**src/rtl/i2c_paged_slave_pkg.sv**
```systemverilog
package i2c_paged_slave_pkg;

    typedef enum logic [3:0] {
        ST_IDLE,
        ST_DEV,
        ST_DEV_ACK,
        ST_WADDR,
        ST_WADDR_ACK,
        ST_WDATA,
        ST_WDATA_ACK,
        ST_RD,
        ST_RD_MACK,
        ST_RD_NEXT
    } slv_state_e;

    typedef struct packed {
        logic load;
        logic inc_page;
        logic inc_lin;
    } ptr_cmd_t;

endpackage

```
**src/rtl/i2c_line_cond.sv**
```systemverilog
module i2c_line_cond #(
    parameter int SYNC_STAGES = 2
) (
    input  logic clk,
    input  logic rst_n,
    input  logic scl_i,
    input  logic sda_i,
    output logic sda_s,
    output logic scl_rise,
    output logic scl_fall,
    output logic start_det,
    output logic stop_det
);
    logic [SYNC_STAGES-1:0] scl_sync;
    logic [SYNC_STAGES-1:0] sda_sync;
    logic scl_d;
    logic sda_d;
    logic scl_now;

    always_ff @(posedge clk or negedge rst_n) begin
        if (!rst_n) begin
            scl_sync <= '1;
            sda_sync <= '1;
            scl_d    <= 1'b1;
            sda_d    <= 1'b1;
        end else begin
            scl_sync <= {scl_sync[SYNC_STAGES-2:0], scl_i};
            sda_sync <= {sda_sync[SYNC_STAGES-2:0], sda_i};
            scl_d    <= scl_sync[SYNC_STAGES-1];
            sda_d    <= sda_sync[SYNC_STAGES-1];
        end
    end

    assign scl_now   = scl_sync[SYNC_STAGES-1];
    assign sda_s     = sda_sync[SYNC_STAGES-1];
    assign scl_rise  = scl_now & ~scl_d;
    assign scl_fall  = ~scl_now & scl_d;
    assign start_det = scl_now & scl_d & sda_d & ~sda_s;
    assign stop_det  = scl_now & scl_d & ~sda_d & sda_s;

endmodule

```
**src/rtl/i2c_addr_ptr.sv**
```systemverilog
module i2c_addr_ptr
    import i2c_paged_slave_pkg::*;
#(
    parameter int PAGE_BYTES = 16,
    parameter int NUM_PAGES  = 17
) (
    input  logic clk,
    input  logic rst_n,
    input  ptr_cmd_t cmd,
    input  logic [$clog2(PAGE_BYTES*NUM_PAGES)-1:0] load_val,
    output logic [$clog2(PAGE_BYTES*NUM_PAGES)-1:0] ptr
);
    localparam int MEM_BYTES = PAGE_BYTES * NUM_PAGES;
    localparam int AW        = $clog2(MEM_BYTES);
    localparam int OFF_W     = $clog2(PAGE_BYTES);

    logic [AW-1:0]    ptr_q;
    logic [OFF_W-1:0] off_next;
    logic [AW-1:0]    lin_next;

    assign off_next = ptr_q[OFF_W-1:0] + 1'b1;
    assign lin_next = (ptr_q == AW'(MEM_BYTES - 1)) ? '0 : ptr_q + 1'b1;

    always_ff @(posedge clk or negedge rst_n) begin
        if (!rst_n) begin
            ptr_q <= '0;
        end else if (cmd.load) begin
            ptr_q <= load_val;
        end else if (cmd.inc_page) begin
            ptr_q <= {ptr_q[AW-1:OFF_W], off_next};
        end else if (cmd.inc_lin) begin
            ptr_q <= lin_next;
        end
    end

    assign ptr = ptr_q;

endmodule

```
**src/rtl/i2c_slave_fsm.sv**
```systemverilog
module i2c_slave_fsm
    import i2c_paged_slave_pkg::*;
#(
    parameter int         AW        = 9,
    parameter int         MEM_BYTES = 272,
    parameter logic [3:0] DEV_ID    = 4'b1010,
    parameter logic [1:0] CHIP_SEL  = 2'b00
) (
    input  logic          clk,
    input  logic          rst_n,
    input  logic          sda_s,
    input  logic          scl_rise,
    input  logic          scl_fall,
    input  logic          start_det,
    input  logic          stop_det,
    input  logic [7:0]    mem_rdata,
    output logic          mem_we,
    output logic          mem_re,
    output logic [7:0]    mem_wdata,
    output ptr_cmd_t      ptr_cmd,
    output logic [AW-1:0] ptr_val,
    output logic          sda_oe
);
    slv_state_e state_q, state_d;

    logic [7:0] rx_sr;
    logic [7:0] tx_sr;
    logic [2:0] bit_cnt;
    logic       ack_ph;
    logic       rw_q;
    logic       a8_q;
    logic       rd_wait;

    logic [7:0] rx_byte;
    logic       byte_done;
    logic       dev_match;
    logic [8:0] full_addr;
    logic       addr_ok;

    assign rx_byte   = {rx_sr[6:0], sda_s};
    assign byte_done = scl_rise && (bit_cnt == 3'd7);
    assign dev_match = (rx_byte[7:4] == DEV_ID) && (rx_byte[3:2] == CHIP_SEL);
    assign full_addr = {a8_q, rx_byte};
    assign addr_ok   = (int'(full_addr) < MEM_BYTES);
    assign ptr_val   = full_addr[AW-1:0];
    assign mem_wdata = rx_byte;

    // state register
    always_ff @(posedge clk or negedge rst_n) begin
        if (!rst_n) state_q <= ST_IDLE;
        else        state_q <= state_d;
    end

    // next state and memory/pointer strobes
    always_comb begin
        state_d = state_q;
        mem_we  = 1'b0;
        mem_re  = 1'b0;
        ptr_cmd = '0;
        if (start_det) begin
            state_d = ST_DEV;
        end else if (stop_det) begin
            state_d = ST_IDLE;
        end else begin
            unique case (state_q)
                ST_IDLE: ;
                ST_DEV: begin
                    if (byte_done) begin
                        if (dev_match) begin
                            state_d = ST_DEV_ACK;
                            if (rx_byte[0]) begin
                                mem_re          = 1'b1;
                                ptr_cmd.inc_lin = 1'b1;
                            end
                        end else begin
                            state_d = ST_IDLE;
                        end
                    end
                end
                ST_DEV_ACK: begin
                    if (scl_fall && ack_ph) state_d = rw_q ? ST_RD : ST_WADDR;
                end
                ST_WADDR: begin
                    if (byte_done) begin
                        if (addr_ok) begin
                            ptr_cmd.load = 1'b1;
                            state_d      = ST_WADDR_ACK;
                        end else begin
                            state_d = ST_IDLE;
                        end
                    end
                end
                ST_WADDR_ACK, ST_WDATA_ACK: begin
                    if (scl_fall && ack_ph) state_d = ST_WDATA;
                end
                ST_WDATA: begin
                    if (byte_done) begin
                        mem_we           = 1'b1;
                        ptr_cmd.inc_page = 1'b1;
                        state_d          = ST_WDATA_ACK;
                    end
                end
                ST_RD: begin
                    if (byte_done) state_d = ST_RD_MACK;
                end
                ST_RD_MACK: begin
                    if (scl_rise && ack_ph) begin
                        if (!sda_s) begin
                            mem_re          = 1'b1;
                            ptr_cmd.inc_lin = 1'b1;
                            state_d         = ST_RD_NEXT;
                        end else begin
                            state_d = ST_IDLE;
                        end
                    end
                end
                ST_RD_NEXT: begin
                    if (scl_fall) state_d = ST_RD;
                end
                default: state_d = ST_IDLE;
            endcase
        end
    end

    // outputs and datapath
    always_ff @(posedge clk or negedge rst_n) begin
        if (!rst_n) begin
            sda_oe  <= 1'b0;
            rx_sr   <= '0;
            tx_sr   <= '0;
            bit_cnt <= '0;
            ack_ph  <= 1'b0;
            rw_q    <= 1'b0;
            a8_q    <= 1'b0;
            rd_wait <= 1'b0;
        end else begin
            rd_wait <= mem_re;
            if (start_det || stop_det) begin
                sda_oe  <= 1'b0;
                bit_cnt <= '0;
                ack_ph  <= 1'b0;
            end else begin
                unique case (state_q)
                    ST_IDLE: ;
                    ST_DEV, ST_WADDR, ST_WDATA: begin
                        if (scl_rise) begin
                            rx_sr   <= rx_byte;
                            bit_cnt <= bit_cnt + 1'b1;
                            ack_ph  <= 1'b0;
                            if (byte_done && state_q == ST_DEV) begin
                                rw_q <= rx_byte[0];
                                a8_q <= rx_byte[1];
                            end
                        end
                    end
                    ST_DEV_ACK, ST_WADDR_ACK, ST_WDATA_ACK: begin
                        if (scl_fall) begin
                            if (!ack_ph) begin
                                sda_oe <= 1'b1;
                                ack_ph <= 1'b1;
                            end else begin
                                sda_oe  <= (state_q == ST_DEV_ACK) && rw_q && !tx_sr[7];
                                ack_ph  <= 1'b0;
                                bit_cnt <= '0;
                            end
                        end
                    end
                    ST_RD: begin
                        if (scl_fall) begin
                            sda_oe <= !tx_sr[6];
                            tx_sr  <= {tx_sr[6:0], 1'b0};
                        end
                        if (scl_rise) begin
                            bit_cnt <= bit_cnt + 1'b1;
                            ack_ph  <= 1'b0;
                        end
                    end
                    ST_RD_MACK: begin
                        if (scl_fall && !ack_ph) begin
                            sda_oe <= 1'b0;
                            ack_ph <= 1'b1;
                        end
                    end
                    ST_RD_NEXT: begin
                        if (scl_fall) begin
                            sda_oe  <= !tx_sr[7];
                            bit_cnt <= '0;
                        end
                    end
                    default: sda_oe <= 1'b0;
                endcase
            end
            if (rd_wait) tx_sr <= mem_rdata;
        end
    end

endmodule

```
**src/rtl/i2c_paged_slave.sv**
```systemverilog
module i2c_paged_slave
    import i2c_paged_slave_pkg::*;
#(
    parameter int         PAGE_BYTES  = 16,
    parameter int         NUM_PAGES   = 17,
    parameter int         SYNC_STAGES = 2,
    parameter logic [3:0] DEV_ID      = 4'b1010,
    parameter logic [1:0] CHIP_SEL    = 2'b00
) (
    input  logic       clk,
    input  logic       rst_n,
    input  logic       scl_i,
    input  logic       sda_i,
    output logic       sda_oe,
    output logic [$clog2(PAGE_BYTES*NUM_PAGES)-1:0] mem_addr,
    output logic       mem_we,
    output logic [7:0] mem_wdata,
    output logic       mem_re,
    input  logic [7:0] mem_rdata
);
    localparam int MEM_BYTES = PAGE_BYTES * NUM_PAGES;
    localparam int AW        = $clog2(MEM_BYTES);

    logic          sda_s;
    logic          scl_rise;
    logic          scl_fall;
    logic          start_det;
    logic          stop_det;
    ptr_cmd_t      ptr_cmd;
    logic [AW-1:0] ptr_val;

    i2c_line_cond #(
        .SYNC_STAGES(SYNC_STAGES)
    ) u_line (
        .clk       (clk),
        .rst_n     (rst_n),
        .scl_i     (scl_i),
        .sda_i     (sda_i),
        .sda_s     (sda_s),
        .scl_rise  (scl_rise),
        .scl_fall  (scl_fall),
        .start_det (start_det),
        .stop_det  (stop_det)
    );

    i2c_slave_fsm #(
        .AW        (AW),
        .MEM_BYTES (MEM_BYTES),
        .DEV_ID    (DEV_ID),
        .CHIP_SEL  (CHIP_SEL)
    ) u_fsm (
        .clk       (clk),
        .rst_n     (rst_n),
        .sda_s     (sda_s),
        .scl_rise  (scl_rise),
        .scl_fall  (scl_fall),
        .start_det (start_det),
        .stop_det  (stop_det),
        .mem_rdata (mem_rdata),
        .mem_we    (mem_we),
        .mem_re    (mem_re),
        .mem_wdata (mem_wdata),
        .ptr_cmd   (ptr_cmd),
        .ptr_val   (ptr_val),
        .sda_oe    (sda_oe)
    );

    i2c_addr_ptr #(
        .PAGE_BYTES (PAGE_BYTES),
        .NUM_PAGES  (NUM_PAGES)
    ) u_ptr (
        .clk      (clk),
        .rst_n    (rst_n),
        .cmd      (ptr_cmd),
        .load_val (ptr_val),
        .ptr      (mem_addr)
    );

endmodule

```
**config.mk**
```make
export PLATFORM = sky130hd
export DESIGN_NAME = i2c_paged_slave
export DESIGN_NICKNAME = d
export VERILOG_FILES = /design/src/rtl/i2c_paged_slave_pkg.sv /design/src/rtl/i2c_line_cond.sv /design/src/rtl/i2c_addr_ptr.sv /design/src/rtl/i2c_slave_fsm.sv /design/src/rtl/i2c_paged_slave.sv
export SDC_FILE = /design/constraint.sdc
export NUM_CORES = 1
export LEC_CHECK = 0
export ABC_CLOCK_PERIOD_IN_PS = 3100
export BUFFER_PORTS_ARGS = -buffer_cell sky130_fd_sc_hd__buf_2
export CORE_AREA = 2 2 71 73
export CTS_CLUSTER_SIZE = 40
export DETAILED_ROUTE_END_ITERATION = 7
export DIE_AREA = 0 0 73 75
export PLACE_DENSITY = 0.77
export SKIP_CTS_REPAIR_TIMING = 1
export SYNTH_ARGS = -nofsm -noshare
export SYNTH_HDL_FRONTEND = slang
export SYNTH_SLANG_ARGS = --single-unit
```
**constraint.sdc**
```tcl
create_clock -name clk -period 3.1 [get_ports clk]
set_input_delay 0.155 -clock clk [delete_from_list [all_inputs] [get_ports clk]]
set_output_delay 0.155 -clock clk [all_outputs]
set_load 0.1 [all_outputs]
```
==> impl_metrics.ini, run 1 <==
[outcome]
status = complete, but fails checks
violations = hold timing

[global_route]
grt_pass1_vias = 1710
grt_use_total_pct = 20.30
grt_antenna_before_repair = 0
grt_max_degree = 43
grt_pass1_wl_um = 8383
overflow = 0

[cells_and_area]
syn_to_final_growth_pct = 13.28
final.fill_count = 394
design_area_mm2 = 0.002648
final_cell_count_no_fill = 320
antenna_cells = 0
final_nets = 280
drive_gt1_share_pct = 24.44

[placed_design]
dpl_cell_area_mm2 = 0.002532
place_congestion = 0.9431
place_inst = 310
hpwl_um = 3667
portBuffers = 31

[power]
p_leak_nw = 1.140
irDropWorstVdd_mv = 0.8471
powerDensity_mw_per_mm2 = 787.5
finalPower_w = 0.002085

[worst_setup_path]
path_class = reg -> out
cp-start-kind = flop
reg2regPathDepth = 6
r2r-start = u_fsm.rx_sr[5]
crit_slowest_cell = or4_4
crit_path_start = u_fsm.rx_sr[5]
critPathMaxStageDelay_ns = 0.57
cp-end-kind = output port
worstReg2RegEnd = u_ptr.ptr[7]
r2r_slack_ns = 0.78
critical-path-top-delay-family = simple AND/OR/NAND/NOR gates
required_ns = 2.94
cp.arrival_ns = 2.33
path_buf_inv = 2
endpoint = mem_re
critical_path_depth = 5
path_max_fanout = 9
cp_cell_sequence = or4_4, nor4_4, o21ai_2, inv_2, buf_2

[cts]
cts_inserted_buffers = 5
clockRootBuffer = clkbuf_8
clockBufferDepth = 2
cts_sinks = 42
cts.reportedPaths.clkPinSlew_ns = 0.08
htree_levels = 2
clkLatencyLatePin_ns = 0.30
cts_tree = built

[yosys]
synthCells = 233
async_flop_share_pct = 100.0
synthFlopType = dfrtp_1
synth_top_cells_by_count = dfrtp_1 (36), nand2_1 (19), nor2_1 (18), o21ai_0 (13), mux2i_1 (11)
synth_area_mm2 = 0.002337
syn_avg_cell_area_um2 = 10.03
synth-edff-count = 0
ys_ff_latch = 42
synthTopCellsByArea = dfrtp_1 (39%), dfstp_2 (6.7%), mux2i_1 (4.7%), mux2_2 (4.3%), nand2_1 (3.1%)
yosysMostFrequentCell = dfrtp_1
synth_nets = 248
synth.distinct_cells = 60
yosysTopAreaCell = dfrtp_1
synthesis.yosys.warnings = 0
seq_area_frac_synth_pct = 45.29
yosys.area.top_type_share_pct = 38.54

[drt]
via_per_inst = 6.075
drtAntennaViolNets = 0
drc = 0
vias = 1944
first_pass_iters = 5
drt_iter0_drc = 189
routed_wl_um = 5187
wl_per_cell_um = 16.21

[timing]
tightest_slew_ns = 0.8974
min_period_ns = 2.488
finalSetupViolCount = 0
grt_setup_unrepaired = false
hold_viol_final = 31
fmax_mhz = 401.9
post-route-period-util_pct = 80.26
tns_ns = 0
slew_headroom_pct = 40.17
clock_skew_ns = 0.003052
whs_ns = -0.02332
maxSlewViolCount = 0

[hold_path]
min_path_type = in -> async

[floorplan]
chipHeight_um = 75
initial_core_util_pct = 50.15
die_area_mm2 = 0.005475
fp.dieW_um = 73
coreArea_mm2 = 0.004661
rows = 25
io_pins = 32

[job]
drv_cap = 0
## final cells by class
| class | count | area, µm² | area share [%] |
|---|---|---|---|
| multi-input cells | 176 | 1217 | 45.98 |
| clock inverters | 2 | 12.51 | 0.4726 |
| flip-flops and latches | 42 | 1059 | 39.98 |
| repair buffers | 35 | 190.2 | 7.183 |
| well taps | 54 | 67.56 | 2.552 |
| clock buffers | 6 | 82.58 | 3.119 |
| inverters | 5 | 18.77 | 0.7089 |
## placed cells by master (no fill, tap or decap), types with 2 or more instances in the layout
cell type,count
a221o_1,2
mux2_1,4
nand3b_1,3
a31oi_1,2
nor3b_1,3
mux2i_1,11
o21ai_0,13
o21ai_1,2
buf_2,31
a211oi_1,2
dfrtp_1,36
nand2b_1,5
nand3_1,6
nor2_1,18
inv_1,4
nor3_1,7
a21oi_1,9
o22ai_1,4
buf_4,2
clkbuf_8,6
dfstp_2,6
mux2_2,9
nand2_1,19
nor2b_1,6
o2bb2ai_1,3
a32oi_1,3
and2_1,3
ha_1,3
dlygate4sd3_1,2
and3_1,4
o211ai_1,4
or3_1,3
## logic make-up after synthesis
| family | count (synthesis) | synth area share, % |
|---|---|---|
| buffers and inverters | 15 | 2.623 |
| DFF | 42 | 45.29 |
| and+or+nand+nor | 89 | 21.20 |
| adders and majority gates | 3 | 1.606 |
| xor gates and xnor gates | 1 | 0.3748 |
| AOI/OAI and AO/OA | 59 | 17.93 |
| muxes | 24 | 10.97 |
## how the worst min path moves through the flow
stage / end / slack [ns]
2_1_floorplan: u_fsm.a8_q / -0.14
3_3_place_gp: u_line.sda_sync[0] / 0.26
3_5_place_dp: u_line.sda_sync[0] / 0.26
4_1_cts: u_line.sda_sync[0] / -0.06
5_1_grt: u_fsm.tx_sr[2] / 0.06
6_report: u_fsm.tx_sr[2] / -0.02
## where the power goes
part	internal (W)	total [W]	switching, W
logic	0.000259	0.000916	0.000657
registers	0.000645	0.000798	0.000153
clock network	0.000179	0.000371	0.000192
total	0.00108	0.00209	0.00100
## routing by layer
layer	GRT usage, %	vias up	routed length (µm)
li1	-	936	-
met1	28.52	947	2438
met2	30.43	56	2433
met3	4.016	5	226
met4	9.465	0	89
met5	0	-	0
## stage by stage
step / util, % / setup WS, ns
after detailed placement: 54.34 / 0.8076
after global routing: 56.81 / 0.5158
after CTS: 56.38 / 0.6143
after global placement: 54.34 / 0.8658
final: 56.81 / 0.6118
after floorplan: - / 0.1037
## sequential cells by signal, summed over array words and instances (netlist names)
| register | count |
|---|---|
| u_line.scl_d | 1 |
| u_fsm.state_q | 4 |
| u_fsm.ack_ph | 1 |
| u_fsm.tx_sr | 8 |
| u_fsm.bit_cnt | 3 |
| u_fsm.rx_sr | 7 |
| u_line.sda_d | 1 |
| u_ptr.ptr | 9 |
| u_fsm.a8_q | 1 |
| u_fsm.rw_q | 1 |
| u_line.sda_sync | 2 |
| u_fsm.sda_oe | 1 |
| u_line.scl_sync | 2 |
| u_fsm.rd_wait | 1 |
Note: power is estimated with default switching activity, not from simulation.
==> run 2: changes to the inputs <==
- ABC_CLOCK_PERIOD_IN_PS: 3100 -> 2400
- clock period: 3.1 -> 2.4 ns (I/O delays scaled with it)
==> impl_metrics.ini, run 2 (synthesis results as in run 1) <==
[global_route]
grt_pass1_vias = 1826
grt_use_total_pct = 21.47
grt_max_degree = 43
grt_antenna_before_repair = 0
grt_pass1_wl_um = 8956
overflow = 0

[outcome]
status = complete, but fails checks
violations = hold timing

[power]
p_sw_share_pct = 44.56
combPwrFrac_pct = 41.8
internal_power_w = 0.001645
powerDensity_mw_per_mm2 = 1054
p_switching_w = 0.001322
p_leak_nw = 1.221
irDropWorstVdd_mv = 0.8412
power.share.sequential_pct = 35.4
power.share.clock_pct = 22.8

[cts]
htree_levels = 2
cts_inserted_buffers = 5
cts.reportedPaths.clkPinSlew_ns = 0.08
cts_tree = built
clkLatencyLatePin_ns = 0.30
cts_sinks = 42
clockRootBuffer = clkbuf_8
clockBufferDepth = 2

[worst_setup_path]
cp-start-kind = flop
cp-end-kind = flop
r2r_slack_ns = 0.14
critical_path_depth = 6
crit_slowest_cell = or4_4
cp_cell_sequence = or4_4, nor4_4, o21ai_2, bufinv_8, mux2_4, a221o_1
r2r-start = u_fsm.rx_sr[2]
path_max_fanout = 9
critical-path-top-delay-family = simple AND/OR/NAND/NOR gates
path_buf_inv = 1
reg2regPathDepth = 6
worstReg2RegEnd = u_ptr.ptr[8]
critPathMaxStageDelay_ns = 0.56
endpoint = u_ptr.ptr[8]
path_class = reg -> reg
crit_path_start = u_fsm.rx_sr[2]
cp.arrival_ns = 2.43
required_ns = 2.58

[cells_and_area]
largest_register_ff_count = 9
final_cell_mix = buf_2 (30), dfrtp_1 (29), nand2_1 (19)
final_cell_count_no_fill = 329
antenna_cells = 0
drive_gt1_share_pct = 30.18
final_nets = 289
utilization_pct = 60.40
syn_to_final_growth_pct = 20.45
layout_commonest_cell = buf_2

[drt]
wl_per_cell_um = 16.79
via_per_inst = 6.188
drtAntennaViolNets = 0
routed_wl_um = 5523
vias = 2036
first_pass_iters = 6
drt_iter0_drc = 202
drc = 0

[timing]
grt_setup_unrepaired = false
tightest_slew_ns = 0.8943
whs_ns = -0.04895
maxSlewViolCount = 0
post-route-period-util_pct = 94.14
fmax_mhz = 442.6
finalSetupViolCount = 0
slew_headroom_pct = 40.38
hold_viol_final = 36
clock_skew_ns = 0.009949
min_period_ns = 2.259
tns_ns = 0

[floorplan]
die_area_mm2 = 0.005475
rows = 25
fp.dieW_um = 73
coreArea_mm2 = 0.004661
initial_core_util_pct = 50.15
chipHeight_um = 75
io_pins = 32

[hold_path]
min_path_type = in -> async

[placed_design]
portBuffers = 31
hpwl_um = 3941
place_congestion = 0.8637
place_inst = 319

[job]
drv_cap = 0
-- run 2: per-layer routing --
metal / track usage, % / vias to the layer above / wire, µm
met5: 0 / - / 0
met4: 8.642 / 0 / 88
met3: 3.614 / 11 / 352
met2: 31.93 / 94 / 2584
met1: 31.35 / 987 / 2498
li1: - / 944 / -
-- run 2: worst min path at each step --
stage / from / to / slack, ns / depth (start not counted)
after floorplan: rst_n / u_fsm.a8_q / -0.18 / 0
after detailed placement: scl_i / u_line.scl_sync[0] / 0.23 / 1
final: rst_n / u_fsm.tx_sr[2] / -0.05 / 1
after global routing: rst_n / u_fsm.tx_sr[2] / 0.04 / 1
after CTS: scl_i / u_line.scl_sync[0] / -0.09 / 1
after global placement: scl_i / u_line.scl_sync[0] / 0.22 / 1
-- run 2: worst register-to-register path: stages (launching register included) --
cell	delay, ns
dfrtp_4	0.50
or4_4	0.56
nor4_4	0.16
o21ai_2	0.10
bufinv_8	0.24
mux2_4	0.30
a221o_1	0.28
-- run 2: layout make-up --
cell class,count,area [µm²]
fill,407,1846
clock inverter,2,60.06
timing repair buffer,44,272.8
clock buffer,6,82.58
sequential,42,1075
tap,54,67.56
multi-input combinational,176,1225
inverter,5,32.53
-- run 2: power groups by stage --
stage | Clock [W] | Combinational, W | Sequential [W]
floorplan | 0 | 0.000573 | 0.00143
finish | 0.000677 | 0.00124 | 0.00105
CTS | 0.000692 | 0.00123 | 0.00104
detailed placement | 0 | 0.00122 | 0.00106
global route | 0.000722 | 0.00131 | 0.00108
global placement | 0 | 0.00119 | 0.00105
-- run 2: metrics by stage --
stage	area, µm²	hold slack, ns	total power, W	worst slack (ns)
final	2815	-0.04895	0.002967	0.1407
after global routing	2815	0.03893	0.003106	0.03655
after CTS	2795	-0.08781	0.002967	0.1428
after detailed placement	2653	0.2265	0.002273	0.1629
after global placement	2653	0.2247	0.002239	0.1929
after floorplan	2379	-0.1756	0.002007	-0.1262
